File: src/rtl/blg_pkg.sv
package blg_pkg;
  // index of each persistence channel
  localparam int CH_SET = 0;
  localparam int CH_CLR = 1;
  localparam int CH_OC  = 2;
  localparam int N_CH   = 3;

  function automatic int cnt_width(input int limit);
    return $clog2(limit + 2);
  endfunction
endpackage

File: src/rtl/blg_tick_scale.sv
module blg_tick_scale (
  input  logic clk,
  input  logic rst,
  input  logic clr,
  input  logic half_rate,
  input  logic tick,
  output logic eff_tick
);
  logic phase;

  always_ff @(posedge clk) begin
    if (rst || clr) phase <= 1'b0;
    else if (tick)  phase <= ~phase;
  end

  assign eff_tick = tick & (~half_rate | phase);
endmodule

File: src/rtl/blg_persist.sv
module blg_persist #(
  parameter int LIMIT = 1
) (
  input  logic clk,
  input  logic rst,
  input  logic clr,
  input  logic cond,
  input  logic step,
  output logic done
);
  localparam int W = blg_pkg::cnt_width(LIMIT);
  localparam logic [W-1:0] FULL = W'(LIMIT + 1);

  logic [W-1:0] cnt;

  always_ff @(posedge clk) begin
    if (rst || clr || !cond)     cnt <= '0;
    else if (step && cnt != FULL) cnt <= cnt + 1'b1;
  end

  assign done = (cnt == FULL);
endmodule

File: src/rtl/boost_load_guard.sv
module boost_load_guard #(
  parameter int DET_MS = 1,
  parameter int OC_MS  = 5
) (
  input  logic clk,
  input  logic rst,
  input  logic prot_en,
  input  logic disc_en,
  input  logic half_rate,
  input  logic tick,
  input  logic det_hi,
  input  logic oc_hi,
  input  logic pskip,
  output logic load_det,
  output logic oc_flag,
  output logic load_off,
  output logic det_evt,
  output logic oc_evt
);
  import blg_pkg::*;

  logic             eff_tick;
  logic [N_CH-1:0]  cond;
  logic [N_CH-1:0]  done;
  logic             oc_next;

  blg_tick_scale u_scale (
    .clk(clk), .rst(rst), .clr(~prot_en),
    .half_rate(half_rate), .tick(tick), .eff_tick(eff_tick)
  );

  assign cond[CH_SET] = det_hi | ~pskip;
  assign cond[CH_CLR] = ~det_hi & pskip;
  assign cond[CH_OC]  = oc_hi;

  for (genvar i = 0; i < N_CH; i++) begin : g_ch
    localparam int LIM = (i == CH_OC) ? OC_MS : DET_MS;
    blg_persist #(.LIMIT(LIM)) u_tmr (
      .clk(clk), .rst(rst), .clr(~prot_en),
      .cond(cond[i]), .step(eff_tick), .done(done[i])
    );
  end

  assign oc_next = prot_en & (oc_flag | done[CH_OC]);

  always_ff @(posedge clk) begin
    if (rst) begin
      load_det <= 1'b0;
      det_evt  <= 1'b0;
      oc_flag  <= 1'b0;
      oc_evt   <= 1'b0;
      load_off <= 1'b0;
    end else begin
      det_evt <= 1'b0;
      if (!prot_en) begin
        load_det <= 1'b0;
      end else if (!load_det && done[CH_SET]) begin
        load_det <= 1'b1;
        det_evt  <= 1'b1;
      end else if (load_det && done[CH_CLR]) begin
        load_det <= 1'b0;
      end
      oc_flag  <= oc_next;
      oc_evt   <= oc_next & ~oc_flag;
      load_off <= oc_next & disc_en;
    end
  end
endmodule

File: config.mk
export PLATFORM = sky130hd
export DESIGN_NAME = boost_load_guard
export DESIGN_NICKNAME = d
export VERILOG_FILES = /design/src/rtl/blg_pkg.sv /design/src/rtl/blg_tick_scale.sv /design/src/rtl/blg_persist.sv /design/src/rtl/boost_load_guard.sv
export SDC_FILE = /design/constraint.sdc
export NUM_CORES = 1
export LEC_CHECK = 0
export ABC_AREA = 1
export BUFFER_PORTS_ARGS = -buffer_cell sky130_fd_sc_hd__buf_2
export CORE_MARGIN = 5
export CORE_UTILIZATION = 38
export DETAILED_ROUTE_END_ITERATION = 8
export PLACE_DENSITY_LB_ADDON = 0.12
export SETUP_SLACK_MARGIN = 0.15
export SLEW_MARGIN = 20
export SYNTH_ARGS = -nofsm -noshare
export SYNTH_HDL_FRONTEND = slang
export SYNTH_SLANG_ARGS = --single-unit
File: constraint.sdc
create_clock -name clk -period 2.48 [get_ports clk]
set_input_delay 0.372 -clock clk [delete_from_list [all_inputs] [get_ports clk]]
set_output_delay 0.372 -clock clk [all_outputs]
set_load 0.1 [all_outputs]
# After elaboration in Yosys (flattened, before gate mapping)
# Cells that the tools add are included.
dict set report op_classes {
  add_sub_neg 3
  mul 0
  div_mod_pow 0
  order_cmp 0
  eq_ne 6
  n_shift 0
  mux 3
  bitwise_logic 14
  n_reduce_logical 15
}
# operator n
set op_table {}
lappend op_table {{1-bit NOT} 6}
lappend op_table {{1-bit bitwise AND} 5}
lappend op_table {{1-bit logical AND} 5}
lappend op_table {{2-bit by 1-bit adder with 2-bit output, second input constant} 2}
lappend op_table {{2-bit == test, second input constant} 2}
lappend op_table {{1-bit logical NOT} 4}
lappend op_table {{1-bit logical OR} 4}
lappend op_table {{2-bit inequality test, second input constant} 2}
lappend op_table {{3-bit by 1-bit adder with 3-bit output, second input constant} 1}
lappend op_table {{3-bit == test, second input constant} 1}
lappend op_table {{1-bit two-way mux} 3}
lappend op_table {{3-bit inequality test, second input constant} 1}
lappend op_table {{1-bit OR} 3}
lappend op_table {{2-bit nonzero test} 1}
lappend op_table {{2-bit OR reduction} 1}
dict set report word_totals {
  register_bits 13
  latch_bits 0
  mem_bits_rw 0
  mem_bits_ro 0
  in_bits 9
  out_inout_bits 5
  word_cells 50
  memories 0
}

# Logic depth before layout (Yosys ltp)
dict set report depth {
  depth_word 4
  depth_mapped 7
  mapped_depth_nobuf 7
}

# By module
# From an unflattened synthesis, not the netlist that was laid out.
dict set report unflattened {
  cells_unflattened 102
  area_unflattened_um2 673.1
}
# mod instances cells_each area_each_um2 seq_area_each_um2
set by_module_without_submodules {}
lappend by_module_without_submodules {{blg_persist (g_ch[0].u_tmr ...)} 2 20 122.6 40.0}
lappend by_module_without_submodules {boost_load_guard 1 26 188.9 100.1}
lappend by_module_without_submodules {{blg_persist (g_ch[2].u_tmr)} 1 28 186.4 60.1}
lappend by_module_without_submodules {blg_tick_scale 1 8 52.6 20.0}

# Worst setup path before layout
# OpenSTA, ideal clock, no wires.
dict set report synth_timing {
  path_kind {reg-to-reg}
  start {register load_det}
  end {register load_det}
  setup_ns 0.121
  arrival_time_ns 1.235
  required_time_ns 2.359
  path_slack_ns 1.124
  path_stages_with_launch 3
  path_buffers 0
  synth_period_minus_slack_ns 1.356
  cell_sequence {dfxtp_1 -> or2_2 -> a21oi_1}
}
dict set report synth_between {
  elab_chain_cells 3
  word_cells_on_any_way 5
  classes_between {mux (1); reduce/logical (4)}
}
# item line_no
set synth_lines {}
lappend synth_lines {{from (decl)} boost_load_guard.sv:14} ;# output logic load_det,
lappend synth_lines {{from (signal assigned)} boost_load_guard.sv:48} ;# load_det <= 1'b0;
lappend synth_lines {{from (signal assigned)} boost_load_guard.sv:56} ;# load_det <= 1'b0;
lappend synth_lines {{from (signal assigned)} boost_load_guard.sv:58} ;# load_det <= 1'b1;
lappend synth_lines {{1-bit logical NOT} boost_load_guard.sv:57} ;# end else if (!load_det && done[CH_SET]) begin
lappend synth_lines {{1-bit logical AND} boost_load_guard.sv:57}
lappend synth_lines {{1-bit two-way mux or 2-bit nonzero test (tied branches)} -}
# Parallel ways exist; a longest one is shown, timed or not.
# A chain may end at the register's enable or synchronous reset.

# Worst setup path in the final report
dict set report layout_timing {
  start {register oc_flag}
  end {output oc_flag}
}
# item line_no
set layout_lines {}
lappend layout_lines {{from (decl)} boost_load_guard.sv:15} ;# output logic oc_flag,
lappend layout_lines {{from (signal assigned)} boost_load_guard.sv:63} ;# oc_flag <= oc_next;
# No word-level cell between the ends.

==> results_tabular.tex <==
\begin{tabular}{lr}
\hline
Metric & Value \\
\hline
\multicolumn{2}{l}{\textbf{Worst setup path}} \\
\quad Worst endpoint required time & 2.11 ns \\
\quad Cell-by-cell listing of the critical path & buf\_2 \\
\quad Cell at the slowest stage of the critical path & buf\_2 \\
\quad Buf/Inv on CP & 1 \\
\quad Start point of the critical path & oc\_flag \\
\quad Worst path arrival time & 1.06 ns \\
\quad Launch point of the worst reg-to-reg path & g\_ch[2].u\_tmr.cnt[0] \\
\quad Largest delay contributor family on the critical path & buffers and inverters \\
\quad Critical path peak fanout & 3 \\
\quad Worst Setup End Kind & primary output \\
\quad Worst Setup Path Type & register to primary output \\
\quad Stage delay of the slowest cell on the critical path & 0.43 ns \\
\quad Critical Path Source Type & register \\
\multicolumn{2}{l}{\textbf{Routing}} \\
\quad Via-per-instance ratio & 4.45 \\
\quad Vias post-DR & 525 \\
\quad DRC violation count after routing & 0 \\
\quad Average routed wire per standard cell & 9.37 um \\
\quad Count of antenna-violating nets left after detailed routing & 0 \\
\quad Iteration-0 DRC count of the detailed router & 1 \\
\quad Total wirelength of the detailed-routed design & 1110 um \\
\quad Initial DRT Pass Iterations & 3 \\
\multicolumn{2}{l}{\textbf{CTS}} \\
\quad Number of clock sinks & 13 \\
\quad CTS buffer count & 3 \\
\quad Number of setup buffers added after CTS & 0 \\
\quad Post-CTS sizing & 0 \\
\quad Latest clock arrival within the worst-skew pair & 0.27 ns \\
\quad Clock transition at path regs & 0.08 ns \\
\quad Number of buffers inserted for hold repair after clock tree synthesis & 0 \\
\quad Library cell used as clock root buffer & clkbuf\_4 \\
\quad Clock tree from TritonCTS & built \\
\quad Maximum buffer depth of the clock tree & 2 \\
\quad Depth of the CTS H-tree & 1 \\
\multicolumn{2}{l}{\textbf{Hold path}} \\
\quad Worst min-delay path startpoint & disc\_en \\
\quad HP Class & input pin to register \\
\multicolumn{2}{l}{\textbf{Timing}} \\
\quad Highest clock rate & 0.700 GHz \\
\quad Final critical-path share of the clock period & 57.6\% \\
\quad Final Max Slew Viols & 0 \\
\quad Tightest Pin Transition & 0.488 ns \\
\quad Final count of negative-setup-slack endpoints & 0 \\
\quad Setup total negative slack & 0 ns \\
\quad Final count of hold timing violations & 0 \\
\quad Final setup skew & 0.000809 ns \\
\quad Max-slew headroom & 67.7\% \\
\quad Worst hold slack across all endpoints & 0.302 ns \\
\quad Unrepaired setup endpoints after global routing & no \\
\quad Final period demand of the worst path & 1.43 ns \\
\multicolumn{2}{l}{\textbf{Global routing}} \\
\quad Via count of the first global-routing pass & 497 \\
\quad Wire length of the first global-routing pass & 1960 um \\
\quad Number of antenna violations at the first check in global routing & 0 \\
\quad Largest net degree at the start of global routing & 8 \\
\quad Remaining global-route overflow & 0 \\
\quad Global Route Usage Sum & 10.3\% \\
\multicolumn{2}{l}{\textbf{Logic synthesis}} \\
\quad Gate count after technology mapping & 85 \\
\quad Per-instance average area after synthesis & 7.17 um2 \\
\quad Synth warn & 0 \\
\quad Total nets after synthesis & 98 \\
\quad Total standard cell area after synthesis & 609 um2 \\
\quad Count of unique library cells instantiated by Yosys & 14 \\
\quad Number of synthesized register bits & 13 \\
\quad Post-synthesis sequential area ratio & 42.7\% \\
\multicolumn{2}{l}{\textbf{Power}} \\
\quad Leakage Power & 0.000385 uW \\
\quad IR Drop Worst-Case VDD & 0.419 mV \\
\quad Power per Cell Area & 534 mW/mm2 \\
\multicolumn{2}{l}{\textbf{Floorplan}} \\
\quad DIE WIDTH & 50.0 um \\
\quad Starting Density & 40.4\% \\
\quad Core ar. & 0.00151 mm2 \\
\quad Boundary pin count & 14 \\
\quad Die height & 50.0 um \\
\quad Die outline area & 0.00250 mm2 \\
\quad Num rows & 14 \\
\multicolumn{2}{l}{\textbf{Run}} \\
\quad Number of maximum-capacitance violations & 0 \\
\multicolumn{2}{l}{\textbf{Place}} \\
\quad IO Port Bufs & 13 \\
\quad DP Wirelength & 858 um \\
\quad Final estimated routing congestion in global placement & 0.791 \\
\multicolumn{2}{l}{\textbf{Status}} \\
\quad Result of the run & complete, no violations \\
\multicolumn{2}{l}{\textbf{Finish}} \\
\quad Final-stage net count & 116 \\
\quad Final core occ & 47.8\% \\
\quad Share of cells above drive strength 1 & 19.6\% \\
\quad Area Overhead vs Synth & 18.3\% \\
\quad Antenna fix cells & 0 \\
\hline
\end{tabular}
sequential cells by signal, summed over array words and instances, names as in the netlist:
| signal | flops |
|---|---|
| load_off | 1 |
| load_det | 1 |
| g_ch.u_tmr.cnt | 7 |
| oc_flag | 1 |
| det_evt | 1 |
| oc_evt | 1 |
| u_scale.phase | 1 |
power breakdown:
| group | switching, uW | leakage, uW | internal [uW] | total [uW] |
|---|---|---|---|---|
| clock | 71.4 | 0.0000150 | 62.4 | 134 |
| sequential | 1.54 | 0.000105 | 212 | 213 |
| combinational | 23.6 | 0.000265 | 14.4 | 38.0 |
logic make-up (layout without fill, tap and decap cells):
family	Yosys count	after routing	share of synthesized area, %
compound gates	12	12	11.7
simple gates	33	33	23.2
fa+ha+maj	4	4	8.21
buf+inv	23	40	14.2
flops	13	13	42.7
through the flow:
stage / cells / area, um2 / setup WS, ns / power (uW)
2_1_floorplan: 85 / 609 / 1.12 / 243
3_3_place_gp: 114 / 694 / 1.34 / 256
3_5_place_dp: 114 / 694 / 1.30 / 256
4_1_cts: 118 / 721 / 1.04 / 391
5_1_grt: 118 / 721 / 0.999 / 404
6_report: 118 / 721 / 1.05 / 385
synthesized netlist by cell type (all sizes together):
cell,instances,share of area (%)
inv,23,14
nand2,15,9.7
dfxtp,13,43
nor2,10,6.2
a21oi,6,5.5
ha,4,8.2
nand3,4,3.3
a21boi,3,3.7
nand4,3,3.1
o21ai,3,2.5
or2,1,1.0
final cells by class:
class	instances	area (um2)
clock buffer	4	26.3
fill	165	786
inverter	23	86.3
multi-input combinational	49	263
sequential	13	260
tap	16	20.0
timing repair buffer	13	65.1
worst paths after layout:
kind,to,slack [ns],cells after the start
setup / recovery,oc_flag,1.05,1
hold / removal,load_off,0.30,3
setup reg to reg,g_ch[2].u_tmr.cnt[1],1.29,6
hold reg to reg,oc_evt,0.44,1
cell usage in the layout, fill, tap and decap left out, types with 4 or more instances in the layout:
master	n
inv_1	22
ha_1	4
nand2_1	14
a21oi_1	5
nor2_1	10
nand3_1	4
buf_2	13
dfxtp_1	13
routing by layer:
metal / up-vias / global-route usage (%) / part of all wire (%)
li1: 292 / - / -
met1: 211 / 11.4 / 48
met2: 16 / 15.1 / 40
met3: 6 / 5.72 / 7.4
met4: 0 / 6.55 / 4.3
met5: - / 0 / 0
No activity file was read; power rests on OpenSTA's default activity.
